==> config.mk <==
export PLATFORM = sky130hd
export DESIGN_NAME = sect_erase_seq
export DESIGN_NICKNAME = d
export VERILOG_FILES = /design/src/rtl/sect_erase_pkg.sv /design/src/rtl/range_prot_count.sv /design/src/rtl/erase_cmd_seq.sv /design/src/rtl/erase_tick_timers.sv /design/src/rtl/bus_port_master.sv /design/src/rtl/sect_erase_seq.sv
export SDC_FILE = /design/constraint.sdc
export NUM_CORES = 1
export LEC_CHECK = 0
export BUFFER_PORTS_ARGS = -buffer_cell sky130_fd_sc_hd__buf_2
export CAP_MARGIN = 0
export CORE_UTILIZATION = 50
export DETAILED_ROUTE_END_ITERATION = 16
export PLACE_DENSITY = 0.72
export SYNTH_ARGS = -nofsm -noshare
export SYNTH_HDL_FRONTEND = slang
export SYNTH_HIERARCHICAL = 1
export SYNTH_SLANG_ARGS = --single-unit
==> constraint.sdc <==
create_clock -name clk -period 10.1 [get_ports clk]
set_clock_uncertainty 0.05 [all_clocks]
set_input_delay 2.02 -clock clk [delete_from_list [all_inputs] [get_ports clk]]
set_output_delay 2.02 -clock clk [all_outputs]
set_load 0.01 [all_outputs]
==> src/rtl/sect_erase_pkg.sv <==
package sect_erase_pkg;

  typedef enum logic [2:0] {
    ST_IDLE,
    ST_SCAN,
    ST_ERASE,
    ST_WAIT,
    ST_POLL,
    ST_SUSP,
    ST_RDMODE,
    ST_DONE
  } seq_state_t;

  localparam logic FAM_SIX   = 1'b0;
  localparam logic FAM_THREE = 1'b1;

  localparam logic [7:0] CMD_UNLK_A   = 8'hAA;
  localparam logic [7:0] CMD_UNLK_B   = 8'h55;
  localparam logic [7:0] CMD_ERASE_MD = 8'h80;
  localparam logic [7:0] CMD_SECT_ER  = 8'h30;
  localparam logic [7:0] CMD_CLR_STAT = 8'h50;
  localparam logic [7:0] CMD_ER_SETUP = 8'h20;
  localparam logic [7:0] CMD_ER_CONF  = 8'hD0;
  localparam logic [7:0] CMD_SUSPEND  = 8'hB0;
  localparam logic [7:0] CMD_RD_SIX   = 8'hF0;
  localparam logic [7:0] CMD_RD_THREE = 8'hFF;

  localparam logic [11:0] OFS_UNLK1 = 12'h555;
  localparam logic [11:0] OFS_UNLK2 = 12'h2AA;

endpackage

==> src/rtl/range_prot_count.sv <==
module range_prot_count #(
  parameter int NUM_SECT = 16,
  parameter int IDX_W    = 5,
  parameter int CNT_W    = 5
) (
  input  logic signed [IDX_W-1:0] lo,
  input  logic signed [IDX_W-1:0] hi,
  input  logic [NUM_SECT-1:0]     prot,
  output logic [CNT_W-1:0]        count
);

  logic [NUM_SECT-1:0] hit;

  for (genvar s = 0; s < NUM_SECT; s++) begin : g_sect
    localparam logic signed [IDX_W-1:0] S_IDX = IDX_W'(s);
    assign hit[s] = prot[s] && (S_IDX >= lo) && (S_IDX <= hi);
  end

  always_comb begin
    count = '0;
    for (int s = 0; s < NUM_SECT; s++) begin
      count = count + CNT_W'(hit[s]);
    end
  end

endmodule

==> src/rtl/erase_cmd_seq.sv <==
module erase_cmd_seq
  import sect_erase_pkg::*;
#(
  parameter int ADDR_W = 24,
  parameter int LANES  = 2,
  parameter int LANE_W = 16,
  localparam int DATA_W = LANES * LANE_W
) (
  input  logic              family,
  input  logic [2:0]        step,
  input  logic [ADDR_W-1:0] base,
  input  logic [ADDR_W-1:0] sect,
  output logic [ADDR_W-1:0] addr,
  output logic [DATA_W-1:0] data,
  output logic              final_step
);

  function automatic logic [DATA_W-1:0] rep(input logic [7:0] b);
    logic [DATA_W-1:0] r;
    r = '0;
    for (int i = 0; i < LANES; i++) r[i*LANE_W +: 8] = b;
    return r;
  endfunction

  logic [ADDR_W-1:0] a_u1, a_u2;
  assign a_u1 = base + ADDR_W'(OFS_UNLK1);
  assign a_u2 = base + ADDR_W'(OFS_UNLK2);

  always_comb begin
    addr       = sect;
    data       = '0;
    final_step = 1'b0;
    if (family == FAM_THREE) begin
      case (step)
        3'd0:    data = rep(CMD_CLR_STAT);
        3'd1:    data = rep(CMD_ER_SETUP);
        default: begin data = rep(CMD_ER_CONF); final_step = 1'b1; end
      endcase
    end else begin
      case (step)
        3'd0:    begin addr = a_u1; data = rep(CMD_UNLK_A);   end
        3'd1:    begin addr = a_u2; data = rep(CMD_UNLK_B);   end
        3'd2:    begin addr = a_u1; data = rep(CMD_ERASE_MD); end
        3'd3:    begin addr = a_u1; data = rep(CMD_UNLK_A);   end
        3'd4:    begin addr = a_u2; data = rep(CMD_UNLK_B);   end
        default: begin data = rep(CMD_SECT_ER); final_step = 1'b1; end
      endcase
    end
  end

endmodule

==> src/rtl/erase_tick_timers.sv <==
module erase_tick_timers #(
  parameter int DELAY_TICKS   = 1000,
  parameter int TIMEOUT_TICKS = 100000,
  parameter int HB_TICKS      = 1000000,
  localparam int DW = $clog2(DELAY_TICKS + 1),
  localparam int TW = $clog2(TIMEOUT_TICKS + 1),
  localparam int HW = $clog2(HB_TICKS + 1)
) (
  input  logic clk,
  input  logic rst,
  input  logic tick,
  input  logic restart,
  input  logic hb_clear,
  input  logic waiting,
  output logic min_done,
  output logic expired,
  output logic hb_pulse
);

  localparam logic [DW-1:0] DLY_MAX = DW'(DELAY_TICKS);
  localparam logic [TW-1:0] TMO_MAX = TW'(TIMEOUT_TICKS);
  localparam logic [HW-1:0] HB_LAST = HW'(HB_TICKS - 1);

  logic [DW-1:0] dly_cnt;
  logic [TW-1:0] tmo_cnt;
  logic [HW-1:0] hb_cnt;

  always_ff @(posedge clk) begin
    if (rst || restart) begin
      dly_cnt <= '0;
      tmo_cnt <= '0;
    end else if (tick) begin
      if (dly_cnt != DLY_MAX) dly_cnt <= dly_cnt + 1'b1;
      if (tmo_cnt != TMO_MAX) tmo_cnt <= tmo_cnt + 1'b1;
    end
  end

  always_ff @(posedge clk) begin
    if (rst || hb_clear) begin
      hb_cnt   <= '0;
      hb_pulse <= 1'b0;
    end else begin
      hb_pulse <= 1'b0;
      if (waiting && tick) begin
        if (hb_cnt == HB_LAST) begin
          hb_cnt   <= '0;
          hb_pulse <= 1'b1;
        end else begin
          hb_cnt <= hb_cnt + 1'b1;
        end
      end
    end
  end

  assign min_done = (dly_cnt == DLY_MAX);
  assign expired  = (tmo_cnt == TMO_MAX);

endmodule

==> src/rtl/bus_port_master.sv <==
module bus_port_master #(
  parameter int ADDR_W = 24,
  parameter int DATA_W = 32
) (
  input  logic              clk,
  input  logic              rst,
  input  logic              cmd_valid,
  input  logic              cmd_we,
  input  logic [ADDR_W-1:0] cmd_addr,
  input  logic [DATA_W-1:0] cmd_data,
  output logic              cmd_done,
  output logic [DATA_W-1:0] rsp_data,
  output logic              bus_req,
  output logic              bus_we,
  output logic [ADDR_W-1:0] bus_addr,
  output logic [DATA_W-1:0] bus_wdata,
  input  logic              bus_ack,
  input  logic [DATA_W-1:0] bus_rdata
);

  always_ff @(posedge clk) begin
    if (rst) begin
      bus_req   <= 1'b0;
      bus_we    <= 1'b0;
      bus_addr  <= '0;
      bus_wdata <= '0;
      cmd_done  <= 1'b0;
      rsp_data  <= '0;
    end else begin
      cmd_done <= 1'b0;
      if (bus_req) begin
        if (bus_ack) begin
          bus_req  <= 1'b0;
          cmd_done <= 1'b1;
          rsp_data <= bus_rdata;
        end
      end else if (cmd_valid && !cmd_done) begin
        bus_req   <= 1'b1;
        bus_we    <= cmd_we;
        bus_addr  <= cmd_addr;
        bus_wdata <= cmd_we ? cmd_data : '0;
      end
    end
  end

endmodule

==> src/rtl/sect_erase_seq.sv <==
module sect_erase_seq
  import sect_erase_pkg::*;
#(
  parameter int NUM_SECT      = 16,
  parameter int ADDR_W        = 24,
  parameter int LANES         = 2,
  parameter int LANE_W        = 16,
  parameter int DELAY_TICKS   = 1000,
  parameter int TIMEOUT_TICKS = 100000,
  parameter int HB_TICKS      = 1000000,
  localparam int SEL_W  = $clog2(NUM_SECT),
  localparam int IDX_W  = SEL_W + 1,
  localparam int CNT_W  = $clog2(NUM_SECT + 1),
  localparam int DATA_W = LANES * LANE_W
) (
  input  logic                    clk,
  input  logic                    rst,
  input  logic                    tick,
  input  logic                    start,
  input  logic                    family,
  input  logic signed [IDX_W-1:0] first_idx,
  input  logic signed [IDX_W-1:0] last_idx,
  input  logic [NUM_SECT-1:0]     protect,
  output logic [SEL_W-1:0]        sect_idx,
  input  logic [ADDR_W-1:0]       sect_addr,
  input  logic [ADDR_W-1:0]       bank_base,
  output logic                    bus_req,
  output logic                    bus_we,
  output logic [ADDR_W-1:0]       bus_addr,
  output logic [DATA_W-1:0]       bus_wdata,
  input  logic                    bus_ack,
  input  logic [DATA_W-1:0]       bus_rdata,
  output logic                    busy,
  output logic                    done,
  output logic                    fail,
  output logic [CNT_W-1:0]        prot_count,
  output logic                    heartbeat
);

  function automatic logic [DATA_W-1:0] rep(input logic [7:0] b);
    logic [DATA_W-1:0] r;
    r = '0;
    for (int i = 0; i < LANES; i++) r[i*LANE_W +: 8] = b;
    return r;
  endfunction

  seq_state_t          state;
  logic [IDX_W-1:0]    idx;
  logic [IDX_W-1:0]    last_q;
  logic                fam_q;
  logic [NUM_SECT-1:0] prot_q;
  logic [2:0]          step;
  logic                abort_q;

  logic                range_bad;
  logic [CNT_W-1:0]    cnt_now;

  logic                cmd_valid, cmd_we, cmd_done;
  logic [ADDR_W-1:0]   cmd_addr;
  logic [DATA_W-1:0]   cmd_data, rsp_data;

  logic [ADDR_W-1:0]   seq_addr;
  logic [DATA_W-1:0]   seq_data;
  logic                seq_final;

  logic                min_done, expired;
  logic                tmr_restart, hb_clear, waiting;
  logic [LANES-1:0]    lane_rdy;
  logic                all_rdy;

  assign range_bad = first_idx[IDX_W-1] || (first_idx > last_idx);

  range_prot_count #(.NUM_SECT(NUM_SECT), .IDX_W(IDX_W), .CNT_W(CNT_W)) u_cnt (
    .lo(first_idx), .hi(last_idx), .prot(protect), .count(cnt_now)
  );

  erase_cmd_seq #(.ADDR_W(ADDR_W), .LANES(LANES), .LANE_W(LANE_W)) u_seq (
    .family(fam_q), .step(step), .base(bank_base), .sect(sect_addr),
    .addr(seq_addr), .data(seq_data), .final_step(seq_final)
  );

  for (genvar l = 0; l < LANES; l++) begin : g_lane
    assign lane_rdy[l] = rsp_data[l*LANE_W + 7];
  end
  assign all_rdy = &lane_rdy;

  always_comb begin
    cmd_valid = 1'b0;
    cmd_we    = 1'b1;
    cmd_addr  = bank_base;
    cmd_data  = '0;
    case (state)
      ST_ERASE: begin
        cmd_valid = 1'b1;
        cmd_addr  = seq_addr;
        cmd_data  = seq_data;
      end
      ST_POLL: begin
        cmd_valid = 1'b1;
        cmd_we    = 1'b0;
        cmd_addr  = sect_addr;
      end
      ST_SUSP: begin
        cmd_valid = 1'b1;
        cmd_addr  = sect_addr;
        cmd_data  = rep(CMD_SUSPEND);
      end
      ST_RDMODE: begin
        cmd_valid = 1'b1;
        cmd_addr  = bank_base;
        cmd_data  = rep(fam_q == FAM_THREE ? CMD_RD_THREE : CMD_RD_SIX);
      end
      default: ;
    endcase
  end

  bus_port_master #(.ADDR_W(ADDR_W), .DATA_W(DATA_W)) u_bus (
    .clk(clk), .rst(rst),
    .cmd_valid(cmd_valid), .cmd_we(cmd_we), .cmd_addr(cmd_addr), .cmd_data(cmd_data),
    .cmd_done(cmd_done), .rsp_data(rsp_data),
    .bus_req(bus_req), .bus_we(bus_we), .bus_addr(bus_addr), .bus_wdata(bus_wdata),
    .bus_ack(bus_ack), .bus_rdata(bus_rdata)
  );

  assign tmr_restart = (state == ST_ERASE) && cmd_done && seq_final;
  assign hb_clear    = (state == ST_IDLE) && start;
  assign waiting     = (state == ST_WAIT) || (state == ST_POLL);

  erase_tick_timers #(
    .DELAY_TICKS(DELAY_TICKS), .TIMEOUT_TICKS(TIMEOUT_TICKS), .HB_TICKS(HB_TICKS)
  ) u_tmr (
    .clk(clk), .rst(rst), .tick(tick), .restart(tmr_restart), .hb_clear(hb_clear),
    .waiting(waiting), .min_done(min_done), .expired(expired), .hb_pulse(heartbeat)
  );

  always_ff @(posedge clk) begin
    if (rst) begin
      state      <= ST_IDLE;
      idx        <= '0;
      last_q     <= '0;
      fam_q      <= 1'b0;
      prot_q     <= '0;
      step       <= '0;
      abort_q    <= 1'b0;
      busy       <= 1'b0;
      done       <= 1'b0;
      fail       <= 1'b0;
      prot_count <= '0;
    end else begin
      done <= 1'b0;
      case (state)
        ST_IDLE: begin
          if (start) begin
            busy    <= 1'b1;
            fam_q   <= family;
            prot_q  <= protect;
            abort_q <= 1'b0;
            idx     <= first_idx;
            last_q  <= last_idx;
            if (range_bad) begin
              fail       <= 1'b1;
              prot_count <= '0;
              state      <= ST_DONE;
            end else begin
              fail       <= 1'b0;
              prot_count <= cnt_now;
              state      <= ST_SCAN;
            end
          end
        end
        ST_SCAN: begin
          if (idx > last_q) begin
            state <= ST_DONE;
          end else if (prot_q[idx[SEL_W-1:0]]) begin
            idx <= idx + 1'b1;
          end else begin
            step  <= '0;
            state <= ST_ERASE;
          end
        end
        ST_ERASE: begin
          if (cmd_done) begin
            if (seq_final) state <= ST_WAIT;
            else           step  <= step + 1'b1;
          end
        end
        ST_WAIT: begin
          if (min_done) state <= ST_POLL;
        end
        ST_POLL: begin
          if (cmd_done) begin
            if (all_rdy) begin
              state <= ST_RDMODE;
            end else if (expired) begin
              abort_q <= 1'b1;
              state   <= (fam_q == FAM_THREE) ? ST_SUSP : ST_RDMODE;
            end
          end
        end
        ST_SUSP: begin
          if (cmd_done) state <= ST_RDMODE;
        end
        ST_RDMODE: begin
          if (cmd_done) begin
            if (abort_q) begin
              fail  <= 1'b1;
              state <= ST_DONE;
            end else begin
              idx   <= idx + 1'b1;
              state <= ST_SCAN;
            end
          end
        end
        ST_DONE: begin
          busy  <= 1'b0;
          done  <= 1'b1;
          state <= ST_IDLE;
        end
        default: state <= ST_IDLE;
      endcase
    end
  end

  assign sect_idx = idx[SEL_W-1:0];

endmodule

======== Word level (Yosys, flattened, before mapping) ========
Index checks and enable logic that the tools add are counted.
storage, ports and cells
  bits in registers ....................... 173
  bits of input ports ..................... 112
cells by class
  add/sub/neg operators ................... 22
  magnitude comparators ................... 35
  equal/unequal tests ..................... 33
  mux-type cells .......................... 62
  bitwise gates (word level) .............. 2
  reduce and logical (&&, ||, !) cells .... 70
operators with widths
  cell                      count
  $pmux W24 S2              3
  $pmux W32 S3              1
  $pmux W24 S3              1
  $add A5 B1 Y5             14
  $mux W32                  2
  $mux W3                   17
  $ge A5 B5 Y1 const A      8
  $le A5 B5 Y1 const A      8
  $logic_and A1 B1 Y1       37
  $mux W5                   6
  $add A24 B10 Y24 const B  1
  $add A24 B11 Y24 const B  1
  $mux W24                  1
  $pmux W3 S8               1
  $ne A2 B2 Y1 const B      11
  $mux W1                   21
  $add A20 B1 Y20 const B   1
  $eq A20 B20 Y1 const B    1
  $ge A4 B5 Y1 const A      4
  $le A4 B5 Y1 const A      4
  $mux W20                  1
  $add A17 B1 Y17 const B   1
  $eq A17 B17 Y1 const B    1
  $ne A17 B17 Y1 const B    1
  40 further kinds          77

======== Longest topological paths before layout ========
  depth after elaboration ................. 19
  depth in mapped cells ................... 19
  gate-level depth less buffers ........... 18

======== Cells and area by module ========
The synthesis kept the hierarchy.
by module, submodules not included
  module             instances  cells an instance  area an instance (um^2)
  bus_port_master    1          328                3613.5
  sect_erase_seq     1          410                3025.4
  erase_tick_timers  1          270                2311.0
  erase_cmd_seq      1          287                1747.9
  range_prot_count   1          94                 773.2

======== Least setup slack after synthesis ========
Ideal clock, no wire load.
  path kind ............................... in2reg
  from .................................... input last_idx[1]
  to ...................................... register prot_count[4]
  library setup time ...................... 0.132 ns
  data arrival time ....................... 6.003 ns
  data required time ...................... 9.918 ns
  slack ................................... 3.915 ns
  cell stages on the path ................. 16
  buffers on the path ..................... 1
  cells stage by stage .................... buf_6 nor4_4 ha_1 xnor2_1 o221ai_2 fa_1 fa_1 fa_1 inv_1 fa_1 ha_1 fa_1 a21oi_1 nor2b_1 nand3_1 a21oi_1
on the way
  word-level cells in the longest chain between the ends .. 18
  elaborated cells between the ends (all ways) .. 50
RTL lines
  element                                       RTL line                RTL
  from (decl)                                   sect_erase_seq.sv:22    input logic signed [IDX_W-1:0] last_idx,
  $le A1 B5 Y1 or $le A2 B5 Y1 (tied branches)  range_prot_count.sv:16  assign hit[s] = prot[s] && (S_IDX >= lo) && (S_IDX <= hi);
  $logic_and A1 B1 Y1                           range_prot_count.sv:16
  $add A1 B1 Y2                                 range_prot_count.sv:22  count = count + CNT_W'(hit[s]);
  $add A5 B1 Y5 (13 in a row)                   range_prot_count.sv:22
  $add A5 B1 Y5 *                               range_prot_count.sv:22
  net cnt_now[4]                                sect_erase_seq.sv:56    logic [CNT_W-1:0] cnt_now;
  $mux W5 *                                     sect_erase_seq.sv:160   if (range_bad) begin
  to (signal assigned)                          sect_erase_seq.sv:166   prot_count <= cnt_now;
  to (decl)                                     sect_erase_seq.sv:36    output logic [CNT_W-1:0] prot_count,
The timed path passes the listed nets; every way through them passes the cells marked *.
A chain may end at the register's enable or synchronous reset.

======== Final worst setup path ========
Same ends and word-level chain as after synthesis.

==> metrics.md <==
| Metric | Value |
|---|---|
| Status | `finished, final reports clean` |
| Worst Hold Class | `flip-flop to flip-flop` |
| Die area | `21780 µm²` |
| Worst Setup End Kind | `flip-flop` |
| Critical path type | `input port to flip-flop` |
| Number of fill cells | `1904` |
| Final Power | `2.305 mW` |
| Worst flop-to-flop path startpoint | `state[1]$_SDFFE_PP0P_` |
| Nets | `1549` |
| Initial antenna violation count | `0` |
| DP HPWL | `18330 µm` |
| R2r setup slk | `6.76 ns` |
| First-pass GRT wire length | `45150 µm` |
| Met1 usage in global routing | `34.34%` |
| Layout Cells excl Fill | `1683` |
| Commonest non-fill, non-tap cell in the layout | `nand2_1` |
| Worst slew pin tran | `1.036 ns` |
| Htree depth | `4` |
| I/O pin cnt | `183` |
| Worst-case vdd ir drop | `103.5 µV` |
| Clk pin slew, worst setup/hold paths | `0.07 ns` |
| Final Hold Fails | `0` |
| Largest net degree at the start of global routing | `109` |
| Fin Setup TNS | `0 ns` |
| FMAX | `164.5 MHz` |
| DRT iter0 DRCs | `755` |
| Via-per-instance ratio | `5.761` |
| Clock sink count | `151` |
| Pwr dens | `195.9 nW/µm²` |
| Die X | `147.6 µm` |
| Initial Util | `51.71%` |
| Final max-slew violation count | `0` |
| CTS resizes | `0` |
| Hold path depth | `2` |
| Worst hold slack | `0.4031 ns` |
| Post-route ant nets | `0` |
| Most Crowded Layer GR | `met2` |
| R2R cell count | `6` |
| Number of global-route vias before repair | `9127` |
| Mapped Area | `10600 µm²` |
| Max-Cap Viols | `0` |
| Share of cells above drive strength 1 | `17.27%` |
| Ys Warns | `6` |
| GR Util met3 | `4.969%` |
| GR Util met2 | `39.81%` |
| Antenna diode count | `0` |
| Worst slew margin | `30.92%` |
| Mapped Avg Cell Area | `7.986 µm²` |
| Leak pwr | `4.802 nW` |
| Worst skew pair latency | `0.43 ns` |
| Crit path max fanout | `11` |
| CP startpoint kind | `input port` |
| RSZ-0062 raised after global routing | `no` |
| Die height | `147.6 µm` |
| Post-CTS setup buffer count | `0` |
| Port Buf Inserts | `152` |
| Total global-route track usage | `25.27%` |
| Post-layout min period | `6.079 ns` |
| TritonCTS clock tree | `yes` |
| Final setup vio count | `0` |
| Area growth from synthesis to layout | `11.05%` |
| Worst EP arrival | `6.33 ns` |
| Worst r2r dst | `u_tmr/hb_cnt[17]$_SDFFE_PP0P_` |
| DR DRC count | `0` |
| GRT overflow | `0` |
| Root Buffer | `clkbuf_16` |
| Final Wtd Congestion | `0.8882` |
| Longest Clk Path Bufs | `2` |
| Worst Path Required | `10.35 ns` |
| Vias | `9696` |
| Drt first pass iters | `6` |
| Final worst-path cycle share | `60.19%` |
| Commonest non-fill, non-tap cells in the layout | `nand2_1 (164), dfxtp_1 (151), buf_2 (151)` |
| Total CTS buffers | `17` |
| Core box area | `20490 µm²` |
| Setup crit end | `prot_count[4]$_SDFFE_PP0P_` |
| # hold bufs at CTS | `0` |
| Critical path startpoint | `last_idx[1]` |
| Mapped Cells | `1327` |
| Num rows | `52` |
| Detailed-route wire length per cell | `16.13 µm` |
| Cell total after placement | `1651` |
| DRT Wirelength | `27150 µm` |
==> flip-flops by register name, summed over array words and instances, names as in the netlist <==
name and count:
abort_q 1, busy 1, done 1, fail 1, fam_q 1, idx 5, last_q 5, prot_count 5
prot_q 16, state 3, step 3, u_bus/bus_addr 24, u_bus/bus_req 1, u_bus/bus_wdata 32, u_bus/bus_we 1, u_bus/cmd_done 1
u_bus/rsp_data 2, u_tmr/dly_cnt 10, u_tmr/hb_cnt 20, u_tmr/hb_pulse 1, u_tmr/tmo_cnt 17
==> worst min path at each step <==
| stage | from | to |
|---|---|---|
| 2_1_floorplan | prot_q[10]$_SDFFE_PP0P_ | prot_q[10]$_SDFFE_PP0P_ |
| 6_report | prot_count[2]$_SDFFE_PP0P_ | prot_count[2]$_SDFFE_PP0P_ |
| 4_1_cts | prot_count[2]$_SDFFE_PP0P_ | prot_count[2]$_SDFFE_PP0P_ |
| 3_3_place_gp | prot_count[2]$_SDFFE_PP0P_ | prot_count[2]$_SDFFE_PP0P_ |
| 5_1_grt | prot_count[4]$_SDFFE_PP0P_ | prot_count[4]$_SDFFE_PP0P_ |
| 3_5_place_dp | prot_count[2]$_SDFFE_PP0P_ | prot_count[2]$_SDFFE_PP0P_ |
==> worst max-delay path: stages <==
cell and delay [ns]:
buf_2 0.18, nor4_4 0.32, ha_1 0.29, xnor2_1 0.19, o221ai_2 0.15, fa_1 0.54
fa_1 0.52, fa_1 0.55, inv_1 0.07, fa_1 0.48, ha_1 0.24, fa_1 0.41
a21oi_1 0.16, nor2b_1 0.07, nand3_1 0.06, a21oi_1 0.07
==> report_power, final <==
group	switching, mW	internal (mW)
logic	0.524	0.370
clock network	0.280	0.370
registers	0.0800	0.681
==> per-layer routing <==
metal / vias up / wire, µm / share of wire (%)
met5: - / 0 / 0
met4: 0 / 676 / 2.5
met3: 54 / 1508 / 5.6
met2: 301 / 12280 / 45
met1: 4551 / 12690 / 47
li1: 4790 / - / -
==> through the flow <==
| step | cell area [µm²] | util [%] | setup slack, ns |
|---|---|---|---|
| 2_1_floorplan | 10650 | - | 3.915 |
| 3_3_place_gp | 11180 | 54.54 | 3.640 |
| 3_5_place_dp | 11180 | 54.54 | 3.579 |
| 4_1_cts | 11770 | 57.42 | 4.027 |
| 5_1_grt | 11770 | 57.42 | 3.776 |
| 6_report | 11770 | 57.42 | 4.021 |
==> layout make-up <==
class	count	area [µm²]	area share, %
timing repair buffer	163	845.8	7.187
tap	270	337.8	2.871
multi-input combinational	1023	6805	57.82
clock inverter	15	166.4	1.414
sequential	151	3023	25.69
inverter	44	165.2	1.403
clock buffer	17	425.4	3.615
Note: power is estimated with default switching activity, not from simulation.
